<file path="src/rtl/rns4_pkg.sv">
package rns4_pkg;

  typedef logic [63:0] wide_t;

  // Reduce v modulo 2^k-1 by folding k-bit chunks with end-around carry.
  // Callers pass at most about 3k significant bits; six folds settle that.
  function automatic wide_t eac_fold(wide_t v, int unsigned k);
    wide_t mask;
    wide_t acc;
    mask = (wide_t'(1) << k) - wide_t'(1);
    acc  = v;
    for (int i = 0; i < 6; i++) begin
      acc = (acc & mask) + (acc >> k);
    end
    if (acc == mask) acc = '0;
    return acc;
  endfunction

  // (a - b) mod 2^k-1: add the ones' complement of b and fold.
  function automatic wide_t eac_sub(wide_t a, wide_t b, int unsigned k);
    wide_t mask;
    mask = (wide_t'(1) << k) - wide_t'(1);
    return eac_fold(a + (~b & mask), k);
  endfunction

  // (a * c) mod 2^k-1 for a constant c below the modulus.
  function automatic wide_t eac_mulc(wide_t a, wide_t c, int unsigned k);
    return eac_fold(a * c, k);
  endfunction

  // Multiplicative inverse of a modulo m by the extended Euclid loop.
  function automatic longint mod_inv(longint a, longint m);
    longint t, nt, r, nr, q, tmp;
    t  = 0;
    nt = 1;
    r  = m;
    nr = a % m;
    while (nr != 0) begin
      q   = r / nr;
      tmp = t - q * nt;
      t   = nt;
      nt  = tmp;
      tmp = r - q * nr;
      r   = nr;
      nr  = tmp;
    end
    if (t < 0) t = t + m;
    return t;
  endfunction

endpackage

</file>
<file path="src/rtl/rns4_mrc_lvl1.sv">
module rns4_mrc_lvl1
  import rns4_pkg::*;
#(
  parameter int N = 6
) (
  input  logic             clk,
  input  logic             rst,
  input  logic             in_valid,
  input  logic [N-2:0]     r_lo,
  input  logic [N:0]       r_hi,
  input  logic [N-1:0]     r_mid,
  input  logic [N-1:0]     r_pow,
  output logic             out_valid,
  output logic [3*N-1:0]   x1,
  output logic [N-1:0]     pow_q
);
  localparam int    K_LO   = N - 1;
  localparam int    K_HI   = N + 1;
  localparam int    K_MID  = N;
  localparam int    PW     = 3 * N;
  localparam wide_t M_LO   = (wide_t'(1) << K_LO)  - wide_t'(1);
  localparam wide_t M_HI   = (wide_t'(1) << K_HI)  - wide_t'(1);
  localparam wide_t M_MID  = (wide_t'(1) << K_MID) - wide_t'(1);
  localparam wide_t P_ALL  = M_LO * M_HI * M_MID;
  // Mixed-radix order: mid modulus first, then lo, then hi.
  localparam wide_t INV_MID_LO = wide_t'(mod_inv(longint'(M_MID % M_LO), longint'(M_LO)));
  localparam wide_t INV_MID_HI = wide_t'(mod_inv(longint'(M_MID % M_HI), longint'(M_HI)));
  localparam wide_t INV_LO_HI  = wide_t'(mod_inv(longint'(M_LO % M_HI), longint'(M_HI)));

  // Named intermediate digits
  logic [K_MID-1:0] dig0;
  logic [K_LO-1:0]  mid_as_lo;
  logic [K_LO-1:0]  dig1;
  logic [K_HI-1:0]  hi_part;
  logic [K_HI-1:0]  dig2;
  logic [PW-1:0]    x1_d;

  logic             vld_q;
  logic [PW-1:0]    x1_q;
  logic [N-1:0]     pow_r;

  always_comb begin
    dig0      = r_mid;
    mid_as_lo = K_LO'(eac_fold(wide_t'(r_mid), K_LO));
    dig1      = K_LO'(eac_mulc(eac_sub(wide_t'(r_lo), wide_t'(mid_as_lo), K_LO),
                               INV_MID_LO, K_LO));
    hi_part   = K_HI'(eac_mulc(eac_sub(wide_t'(r_hi), wide_t'(r_mid), K_HI),
                               INV_MID_HI, K_HI));
    dig2      = K_HI'(eac_mulc(eac_sub(wide_t'(hi_part), wide_t'(dig1), K_HI),
                               INV_LO_HI, K_HI));
    x1_d      = PW'(wide_t'(dig0)
                  + M_MID * wide_t'(dig1)
                  + M_MID * M_LO * wide_t'(dig2));
  end

  always_ff @(posedge clk) begin
    if (rst) begin
      vld_q <= 1'b0;
      x1_q  <= '0;
      pow_r <= '0;
    end else begin
      vld_q <= in_valid;
      if (in_valid) begin
        x1_q  <= x1_d;
        pow_r <= r_pow;
      end
    end
  end

  assign out_valid = vld_q;
  assign x1        = x1_q;
  assign pow_q     = pow_r;

  AST_X1_BELOW_P: assert property (@(posedge clk) disable iff (rst)
    vld_q |-> (wide_t'(x1_q) < P_ALL));
  AST_X1_MOD_MID: assert property (@(posedge clk) disable iff (rst)
    vld_q |-> ((wide_t'(x1_q) % M_MID) == wide_t'($past(r_mid))));
  AST_X1_MOD_LO: assert property (@(posedge clk) disable iff (rst)
    vld_q |-> ((wide_t'(x1_q) % M_LO) == wide_t'($past(r_lo))));
  AST_X1_MOD_HI: assert property (@(posedge clk) disable iff (rst)
    vld_q |-> ((wide_t'(x1_q) % M_HI) == wide_t'($past(r_hi))));

endmodule

</file>
<file path="src/rtl/rns4_mrc_lvl2.sv">
module rns4_mrc_lvl2
  import rns4_pkg::*;
#(
  parameter int N = 6
) (
  input  logic             clk,
  input  logic             rst,
  input  logic             in_valid,
  input  logic [3*N-1:0]   x1,
  input  logic [N-1:0]     r_pow,
  output logic             out_valid,
  output logic [4*N-1:0]   bin
);
  localparam int    PW      = 3 * N;
  localparam int    XW      = 4 * N;
  localparam wide_t M_LO    = (wide_t'(1) << (N - 1)) - wide_t'(1);
  localparam wide_t M_HI    = (wide_t'(1) << (N + 1)) - wide_t'(1);
  localparam wide_t M_MID   = (wide_t'(1) << N) - wide_t'(1);
  localparam wide_t P_ALL   = M_LO * M_HI * M_MID;
  localparam wide_t POW     = wide_t'(1) << N;
  localparam wide_t M_TOTAL = P_ALL << N;
  localparam logic [N-1:0]  P_INV = N'(mod_inv(longint'(P_ALL % POW), longint'(POW)));
  localparam logic [XW-1:0] P_W   = XW'(P_ALL);

  logic [N-1:0]  gap;
  logic [N-1:0]  top_digit;
  logic [XW-1:0] bin_d;
  logic          vld_q;
  logic [XW-1:0] bin_q;

  always_comb begin
    gap       = r_pow - x1[N-1:0];        // modulo 2^N by truncation
    top_digit = N'(gap * P_INV);
    bin_d     = XW'(x1) + P_W * XW'(top_digit);
  end

  always_ff @(posedge clk) begin
    if (rst) begin
      vld_q <= 1'b0;
      bin_q <= '0;
    end else begin
      vld_q <= in_valid;
      if (in_valid) bin_q <= bin_d;
    end
  end

  assign out_valid = vld_q;
  assign bin       = bin_q;

  AST_LOW_BITS: assert property (@(posedge clk) disable iff (rst)
    vld_q |-> (bin_q[N-1:0] == $past(r_pow)));
  AST_NO_OVERFLOW: assert property (@(posedge clk) disable iff (rst)
    vld_q |-> (wide_t'(bin_q) < M_TOTAL));
  AST_MOD_P: assert property (@(posedge clk) disable iff (rst)
    vld_q |-> ((wide_t'(bin_q) % P_ALL) == wide_t'($past(x1))));
  AST_HOLD_IDLE: assert property (@(posedge clk) disable iff (rst)
    !in_valid |=> $stable(bin_q));

endmodule

</file>
<file path="src/rtl/rns4_to_bin.sv">
module rns4_to_bin #(
  parameter int N = 6
) (
  input  logic           clk,
  input  logic           rst,
  input  logic           in_valid,
  input  logic [N-2:0]   res_lo,
  input  logic [N:0]     res_hi,
  input  logic [N-1:0]   res_mid,
  input  logic [N-1:0]   res_pow,
  output logic           out_valid,
  output logic [4*N-1:0] bin_out
);
  localparam int PW = 3 * N;

  if ((N % 2) != 0 || N < 4 || N > 16) begin : g_bad_width
    $error("rns4_to_bin: N must be even and within 4..16");
  end

  // Inter-level signals
  logic          s1_valid;
  logic [PW-1:0] s1_x1;
  logic [N-1:0]  s1_pow;

  rns4_mrc_lvl1 #(.N(N)) u_lvl1 (
    .clk       (clk),
    .rst       (rst),
    .in_valid  (in_valid),
    .r_lo      (res_lo),
    .r_hi      (res_hi),
    .r_mid     (res_mid),
    .r_pow     (res_pow),
    .out_valid (s1_valid),
    .x1        (s1_x1),
    .pow_q     (s1_pow)
  );

  rns4_mrc_lvl2 #(.N(N)) u_lvl2 (
    .clk       (clk),
    .rst       (rst),
    .in_valid  (s1_valid),
    .x1        (s1_x1),
    .r_pow     (s1_pow),
    .out_valid (out_valid),
    .bin       (bin_out)
  );

  AST_RESET_CLEAR: assert property (@(posedge clk)
    rst |=> (!out_valid && (bin_out == '0)));
  AST_PIPE_L1_ON: assert property (@(posedge clk) disable iff (rst)
    in_valid |=> s1_valid);
  AST_PIPE_L1_OFF: assert property (@(posedge clk) disable iff (rst)
    !in_valid |=> !s1_valid);
  AST_PIPE_L2_ON: assert property (@(posedge clk) disable iff (rst)
    s1_valid |=> out_valid);
  AST_PIPE_L2_OFF: assert property (@(posedge clk) disable iff (rst)
    !s1_valid |=> !out_valid);

endmodule

</file>
<file path="config.mk">
export PLATFORM = sky130hd
export DESIGN_NAME = rns4_to_bin
export DESIGN_NICKNAME = d
export VERILOG_FILES = /design/src/rtl/rns4_pkg.sv /design/src/rtl/rns4_mrc_lvl1.sv /design/src/rtl/rns4_mrc_lvl2.sv /design/src/rtl/rns4_to_bin.sv
export SDC_FILE = /design/constraint.sdc
export NUM_CORES = 1
export LEC_CHECK = 0
export BUFFER_PORTS_ARGS = -buffer_cell sky130_fd_sc_hd__buf_2
export CORE_UTILIZATION = 55
export DETAILED_ROUTE_END_ITERATION = 16
export GPL_TIMING_DRIVEN = 1
export PLACE_DENSITY = 0.72
export SLEW_MARGIN = 10
export SYNTH_ARGS = -nofsm -noshare
export SYNTH_HDL_FRONTEND = slang
export SYNTH_SLANG_ARGS = --single-unit
</file>
<file path="constraint.sdc">
create_clock -name clk -period 54.4 [get_ports clk]
set_input_delay 10.88 -clock clk [delete_from_list [all_inputs] [get_ports clk]]
set_output_delay 10.88 -clock clk [all_outputs]
set_load 0.01 [all_outputs]
</file>
== Word level (Yosys, flattened, before mapping) ==
Cells that the tools add are included.
Cells by class
  mux-type cells: 7
  add/subtract/negate cells: 49
  $mul: 6
  bitwise logic cells: 3
  equal/unequal tests: 7
Operators by type and width (count)
  $add A5 B59 Y60: 15
  $add A7 B57 Y58: 12
  $add A7 B51 Y52: 6
  $eq A60 B5 Y1 const B: 2
  $add A5 B55 Y56: 2
  $eq A52 B7 Y1 const B: 2
  $mux W52: 2
  $add A7 B45 Y46: 2
  $add A7 B39 Y40: 2
  $eq A64 B5 Y1 const B: 1
  $eq A64 B7 Y1 const B: 1
  $mul A64 B6 Y64 const B: 1
  $mul A64 B7 Y64 const B: 1
  $mux W60: 1
  $add A7 B33 Y34: 1
  $add A7 B27 Y28: 1
  $eq A28 B7 Y1 const B: 1
  $add A18 B24 Y24: 1
  $mul A18 B6 Y24 const A: 1
  $add A12 B18 Y18: 1
  $mul A11 B7 Y18 const A: 1
  $add A7 B7 Y8: 2
  $mux W7: 2
  $add A6 B11 Y12: 1
  9 further kinds: 10
Storage, ports and cells
  logic and storage cells: 77
  register bits after elaboration: 50
  input port bits: 27

== Depth between registers and ports, before layout ==
Gate-level depths: netlist (run 1).
  word-level depth: 47
  gate-level depth with buffers: 199

== By module ==
Synthesis (run 1) repeated with hierarchy kept, for this count alone.
Unflattened totals
  cells, all modules: 1908
  area total of the unflattened synthesis: 15808.9 um^2
By module, submodules not included
  rns4_mrc_lvl1: sequential area each 500.5 um^2, area an instance 11969.0 um^2, cells each 1457, instances 1
  rns4_mrc_lvl2: sequential area each 500.5 um^2, area an instance 3839.9 um^2, cells each 451, instances 1

== Worst setup path after synthesis (run 1) ==
Ideal clock, no wire load.
  path type: in2reg
  start point: in res_mid[0]
  end point: reg u_lvl1.x1_q[17], in the netlist u_lvl1.x1[17]
  setup slack: 10073 ps
  arrival: 44199 ps
  data required time: 54272 ps
  path buffers: 1
  stages: 184
  path through: inv_1 -> ha_1 -> inv_1 -> fa_1 -> nor2b_1 -> o31a_1 -> o21ai_1 -> nand2b_1 -> xnor2_1 -> nand2_1 -> nor3_1 -> ha_1 -> nand2_1 -> nor2_1 -> nand2_1 -> nor3_1 -> ha_1 -> nand3_1 -> [... 148 more ...] -> fa_1 -> inv_1 -> fa_1 -> ha_1 -> a21oi_1 -> o21bai_1 -> a21oi_1 -> o21bai_1 -> a21oi_1 -> o21bai_1 -> a21oi_1 -> o21bai_1 -> a21oi_1 -> o21bai_1 -> a21oi_1 -> xnor2_1 -> mux2i_1 -> nor2_1
On the way
  word-level cells in the longest chain between the ends: 47
  elaborated cells between the ends (all ways): 68
  those cells by class: add/sub: 47; mul: 4; eq/ne: 7; mux: 7; bitwise: 3
RTL lines
  start, declared: RTL line rns4_to_bin.sv:9  | input logic [N-1:0] res_mid,
  $add A5 B1 Y6: RTL line rns4_pkg.sv:13  | acc = (acc & mask) + (acc >> k);
  $add A5 B59 Y60 (4 in a row): RTL line rns4_pkg.sv:13
  $add A5 B55 Y56: RTL line rns4_pkg.sv:13
  $eq A60 B5 Y1: RTL line rns4_pkg.sv:15  | if (acc == mask) acc = '0;
  $mux W5: RTL line rns4_pkg.sv:15
  $not A5 Y5: RTL line rns4_pkg.sv:23  | return eac_fold(a + (~b & mask), k);
  $add A5 B5 Y6: RTL line rns4_pkg.sv:23
  $add A5 B59 Y60 (6 in a row): RTL line rns4_pkg.sv:13
  [... 23 more ...]
  $add A7 B45 Y46: RTL line rns4_pkg.sv:13
  $add A7 B39 Y40: RTL line rns4_pkg.sv:13
  $add A7 B33 Y34: RTL line rns4_pkg.sv:13
  $add A7 B27 Y28: RTL line rns4_pkg.sv:13
  $eq A28 B7 Y1: RTL line rns4_pkg.sv:15
  $mux W7: RTL line rns4_pkg.sv:15
  $mul A11 B7 Y18: RTL line rns4_mrc_lvl1.sv:53  | + M_MID * M_LO * wide_t'(dig2));
  $add A12 B18 Y18 *: RTL line rns4_mrc_lvl1.sv:53
  end signal, assigned: RTL line rns4_mrc_lvl1.sv:59  | x1_q <= '0;
  end signal, assigned: RTL line rns4_mrc_lvl1.sv:64  | x1_q <= x1_d;
  end, declared: RTL line rns4_mrc_lvl1.sv:39  | logic [PW-1:0] x1_q;
Every way passes the cells marked *; elsewhere a longest branch is shown, timed or not.
A chain may end at the register's enable or synchronous reset.

== Worst setup path after layout (run 1) ==
Ends and elaborated chain as after synthesis.

==> run_results.csv, run 1 <==
group,metric,value,unit
status,status,"finished clean",
sta,timing.slew.headroom,0.371,
drt,drt_iter0_drc,428,
finish,finalNetCount,2312,
synth,synth.avg_cell_area,8.45,um^2
setup_path,arrival,48.39,ns
clock_network,cts_tree,"yes",
drt,via_per_inst,5.43,
sta,finalCritPeriodShare,0.886,
die,num_rows,60,
clock_network,post-cts-setup-buffer-count,0,
die,initial_core_util,0.565,
setup_path,worstReg2RegStart,"u_lvl1.x1[0]$_SDFFE_PP0P_",
clock_network,numCtsBuffers,5,
setup_path,r2r-end,"u_lvl2.bin[23]$_SDFFE_PP0P_",
synth,synth-compound-area-share,0.127,
placement,gp_congestion,0.871,
setup_path,cp_common_cell,"ha_1",
synth,yosysWarningCount,0,
sta,fin_crit,48.22,ns
worst_hold_path,hold_depth,2,
synth,synth_seq_area_share,0.0654,
synth,synthMuxAreaShare,0.0397,
sta,tightestPinTransition,0.944,ns
synth,syn_nets,2273,
synth,ys_ff_latch,50,
setup_path,critPathKind,"in2reg",
clock_network,clk_pin_slew,0.08,ns
grt,grt_remaining_overflow,0,
setup_path,slowest_delay,0.70,ns
job,cap_violations,0,
clock_network,clkLatencyLatePin,0.30,ns
clock_network,cts_resized,0,
sta,fin_skew,0.00579,ns
clock_network,cts_sinks,50,
placement,dp_hpwl,25800,um
die,core-area,27100,um^2
synth,synthFlopType,"dfxtp_1",
drt,drt.antenna.violating_nets,0,
drt,avgRoutedWirePerCell,13.4,um
grt,grt_pass1_vias,11900,
clock_network,ctsHtreeMaxLevel,2,
setup_path,end_kind,"register",
synth,synth_edf_count,0,
sta,drv_slew,0,
setup_path,crit_fanout,8,
drt,first_pass_iters,4,
grt,grt_max_degree,53,
synth,syn_area,15300,um^2
synth,synthArstFlopShare,0,
die,die_x,169,um
worst_hold_path,holdPathEnd,"u_lvl1.x1[3]$_SDFFE_PP0P_",
synth,synth_top_cell_area_share,0.265,
worst_hold_path,min_from,"u_lvl1.x1[3]$_SDFFE_PP0P_",
synth,synth_top_family_by_area,"adder cells",
setup_path,reg2regPathDepth,40,
die,num_io_pins,52,
finish,area_delta_synth_final,5.40,%
sta,rsz0062_at_grt,"no",
setup_path,cp.required,54.56,ns
synth,synth_top_area_cell,"ha_1",
clock_network,cts_hold_buf,0,
drt,routed_wl,29700,um
grt,grt_pass1_wl,52500,um
clock_network,clk_path_buf_depth,2,
synth,synth_area_leaders,"ha_1 (26%), fa_1 (14%), xnor2_1 (7.6%)",
synth,synth_simple_gate_area_frac,0.142,
worst_hold_path,hold_class,"reg2reg",
finish,drive_gt1_frac,0.0470,
sta,setup-tns-final,0,ns
die,design.die.area,28500,um^2
sta,max_freq,0.0207,GHz
grt,grt_use_total,0.216,
drt,routed-via-count,12100,
synth,synth_xor_area_frac,0.139,
placement,portBuffers,51,
setup_path,crit_path_start_kind,"input port",
sta,hold_viol,0,
sta,setup_viol,0,
finish,diodes,0,
die,die_h,169,um
synth,ys_types,86,
setup_path,crit_path_top_delay_cell,"nor4b_1",
synth,yosys.area_share.adder,0.410,
grt,antenna_found_initial,0,
synth,synth_cells,1812,
drt,drc_errors,0,
clock_network,cts-root-buf,"clkbuf_16",
setup_path,reg2reg_slack,43.48,ns
-- worst max-delay path: cells and delay by family --
family / cells / cell delay, ns
adder cells (fa/ha/maj): 45 / 12.92
multiplexers: 3 / 0.60
AO/OA/AOI/OAI: 51 / 9.30
buffers and inverters: 13 / 0.88
AND/OR/NAND/NOR: 61 / 11.72
XOR/XNOR: 10 / 2.03
-- registers in the layout (all words and copies together) (netlist names) --
register / count
u_lvl1.out_valid: 1
u_lvl1.pow_q: 6
u_lvl1.x1: 18
u_lvl2.bin: 24
u_lvl2.out_valid: 1
-- per-layer routing --
layer	vias up	share of wire	track usage
met3	21	0.025	0.0196
met2	131	0.48	0.384
met4	0	0.0081	0.0253
met1	5714	0.49	0.292
li1	6213	-	-
met5	-	0	0
-- cell usage in the layout (no fill, tap or decap), types with 33 or more instances in the layout --
cell type	Yosys	final
nor2_1	113	113
a21oi_1	108	108
nand2_1	99	99
o21bai_1	43	43
xor2_1	74	74
o21ai_0	43	43
xnor2_1	133	133
nand3_1	35	35
fa_1	110	110
mux2i_1	55	55
buf_2	2	51
inv_1	292	292
dfxtp_1	50	50
ha_1	324	324
nor3_1	33	33
-- worst max-delay path by stage --
stage	from	to	cells past startpoint
floorplan	res_mid[0]	u_lvl1.x1[17]$_SDFFE_PP0P_	184
global placement	res_mid[0]	u_lvl1.x1[17]$_SDFFE_PP0P_	191
detailed placement	res_mid[0]	u_lvl1.x1[17]$_SDFFE_PP0P_	183
CTS	res_mid[0]	u_lvl1.x1[17]$_SDFFE_PP0P_	182
global route	res_mid[0]	u_lvl1.x1[17]$_SDFFE_PP0P_	192
finish	res_mid[0]	u_lvl1.x1[17]$_SDFFE_PP0P_	183
-- per-stage QoR --
step	utilization	setup WS (ns)	hold WS, ns	std cells	cell area [um^2]
after floorplan	-	10.07	0.456	1812	15300
after global placement	0.589	7.48	0.470	2216	16000
after detailed placement	0.589	5.98	0.472	2216	16000
after CTS	0.595	6.23	0.483	2224	16100
after global routing	0.595	2.42	0.516	2224	16100
final	0.595	6.18	0.479	2224	16100
-- cells in the mapped netlist (all sizes together), types with 6 or more instances --
master / count
o21bai: 43
dfxtp: 50
a21o: 27
nand3: 35
o31ai: 8
nor4: 11
nand2b: 19
xnor2: 136
nor2: 115
xnor3: 7
o21a: 6
nor3b: 10
inv: 292
and3: 27
o31a: 7
nor2b: 15
xor2: 75
fa: 110
a31oi: 10
nand4: 6
ha: 324
nand2: 99
a211oi: 7
a21oi: 108
o21ai: 46
and2: 18
clkbuf: 16
nor3: 34
o22ai: 8
mux2i: 56
-- cell families after synthesis --
| family | after synthesis |
|---|---|
| AND/OR/NAND/NOR | 430 |
| multiplexers | 59 |
| adder cells (fa/ha/maj) | 436 |
| other | 1 |
| flip-flops | 50 |
| AO/OA/AOI/OAI | 302 |
| XOR/XNOR | 221 |
| buffers and inverters | 313 |
-- area by class of cell --
class	instances	area [um^2]
repair buffers	53	270
inverters	292	1100
clock inverters	3	47.5
well taps	372	465
clock buffers	5	125
multi-input cells	1449	13100
flip-flops and latches	50	1000
fillers	2423	11000
Power of run 1 is not shown: default switching activity piles up to over one toggle a cycle in this logic, so the estimate is an artifact.
==> inputs of run 2 (changes only) <==
==> constraint.sdc (replaced) <==
create_clock -name clk -period 54.4 [get_ports clk]
set_input_delay 8.16 -clock clk [delete_from_list [all_inputs] [get_ports clk]]
set_output_delay 8.16 -clock clk [all_outputs]
set_load 0.01 [all_outputs]
==> run_results.csv, run 2 (same netlist as run 1, synthesis figures left out) <==
group,metric,value,unit
worst_hold_path,holdPathEnd,"u_lvl1.x1[3]$_SDFFE_PP0P_",
finish,diodes,0,
setup_path,r2r-end,"u_lvl2.bin[23]$_SDFFE_PP0P_",
sta,fin_crit,45.64,ns
finish,mostFrequentLayoutCell,"ha_1",
clock_network,numCtsBuffers,5,
worst_hold_path,min_from,"u_lvl1.x1[3]$_SDFFE_PP0P_",
clock_network,clk_pin_slew,0.07,ns
sta,finalCritPeriodShare,0.839,
setup_path,reg2reg_slack,43.54,ns
die,num_rows,60,
placement,portBuffers,51,
setup_path,crit_path_start_kind,"input port",
sta,setup-tns-final,0,ns
setup_path,slowest_delay,0.68,ns
finish,area_delta_synth_final,5.40,%
finish,final_cell_mix,"ha_1 (324), inv_1 (292), xnor2_1 (133)",
sta,setup_viol,0,
setup_path,worstReg2RegStart,"u_lvl1.x1[0]$_SDFFE_PP0P_",
drt,routed_wl,29400,um
clock_network,cts_resized,0,
drt,first_pass_iters,5,
worst_hold_path,hold_class,"reg2reg",
die,die_x,169,um
finish,drive_gt1_frac,0.0470,
setup_path,cp_top_family,"adder cells",
placement,gp_congestion,0.872,
grt,grt_remaining_overflow,0,
setup_path,end_kind,"register",
sta,rsz0062_at_grt,"no",
grt,grt_pass1_vias,11800,
drt,via_per_inst,5.41,
setup_path,critPathKind,"in2reg",
drt,avgRoutedWirePerCell,13.2,um
clock_network,cts_tree,"yes",
sta,fin_skew,0.00429,ns
drt,routed-via-count,12000,
drt,drt_iter0_drc,470,
placement,dp_hpwl,25600,um
clock_network,cts_hold_buf,0,
sta,hold_ws,0.485,ns
sta,tightestPinTransition,0.954,ns
drt,drt.antenna.violating_nets,0,
setup_path,crit_path_top_delay_cell,"nor4b_1",
clock_network,clkLatencyLatePin,0.30,ns
status,status,"finished clean",
die,design.die.area,28500,um^2
die,num_io_pins,52,
die,core-area,27100,um^2
worst_hold_path,hold_depth,2,
sta,timing.slew.headroom,0.364,
setup_path,reg2regPathDepth,40,
job,cap_violations,0,
sta,drv_slew,0,
clock_network,post-cts-setup-buffer-count,0,
drt,drc_errors,0,
finish,largest_register_ffs,24,
clock_network,ctsHtreeMaxLevel,2,
grt,antenna_found_initial,0,
finish,fillCellCount,2471,
sta,hold_viol,0,
setup_path,cp.required,54.55,ns
die,die_h,169,um
clock_network,cts-root-buf,"clkbuf_16",
finish,finalNetCount,2312,
setup_path,cp.buffers_inverters,11,
die,initial_core_util,0.565,
sta,max_freq,0.0219,GHz
grt,grt_max_degree,53,
grt,grt_use_total,0.212,
clock_network,clk_path_buf_depth,2,
setup_path,arrival,45.80,ns
clock_network,cts_sinks,50,
setup_path,cp_common_cell,"ha_1",
grt,grt_pass1_wl,51600,um
setup_path,crit_fanout,8,
run 2: per-stage QoR:
stage | area [um^2] | util | setup WS [ns] | instances
global placement | 16000 | 0.589 | 10.22 | 2216
CTS | 16100 | 0.595 | 8.96 | 2224
detailed placement | 16000 | 0.589 | 8.66 | 2216
finish | 16100 | 0.595 | 8.76 | 2224
global route | 16100 | 0.595 | 4.87 | 2224
floorplan | 15300 | - | 12.79 | 1812
run 2: how the worst max path moves through the flow:
stage	start	endpoint	slack, ns	cells past startpoint
after CTS	res_mid[0]	u_lvl1.x1[17]$_SDFFE_PP0P_	8.96	187
final	res_mid[0]	u_lvl1.x1[17]$_SDFFE_PP0P_	8.76	186
after global routing	res_mid[2]	u_lvl1.x1[17]$_SDFFE_PP0P_	4.87	191
after global placement	res_mid[0]	u_lvl1.x1[17]$_SDFFE_PP0P_	10.22	191
after detailed placement	res_mid[0]	u_lvl1.x1[17]$_SDFFE_PP0P_	8.66	187
after floorplan	res_mid[0]	u_lvl1.x1[17]$_SDFFE_PP0P_	12.79	184
run 2: area by class of cell:
class	instances	area [um^2]	area share
flip-flops and latches	50	1000	0.0620
clock buffers	5	125	0.00776
inverters	292	1100	0.0679
multi-input cells	1449	13100	0.814
clock inverters	3	47.5	0.00295
repair buffers	53	270	0.0168
well taps	372	465	0.0289
run 2: worst register-to-register path: cells and delay by family (launching register included):
kind	cells	cell delay, ns
xor+xnor	5	1.53
buf+inv	6	0.47
fa+ha+maj	11	4.99
compound gates	17	2.95
simple gates	1	0.44
flops	1	0.40
run 2: per-layer routing:
layer | up-vias | track usage | part of all wire
li1 | 6213 | - | -
met1 | 5669 | 0.291 | 0.49
met2 | 140 | 0.376 | 0.48
met3 | 13 | 0.0171 | 0.022
met4 | 0 | 0.0198 | 0.0049
met5 | - | 0 | 0
Power of run 2 is left out for the same reason.
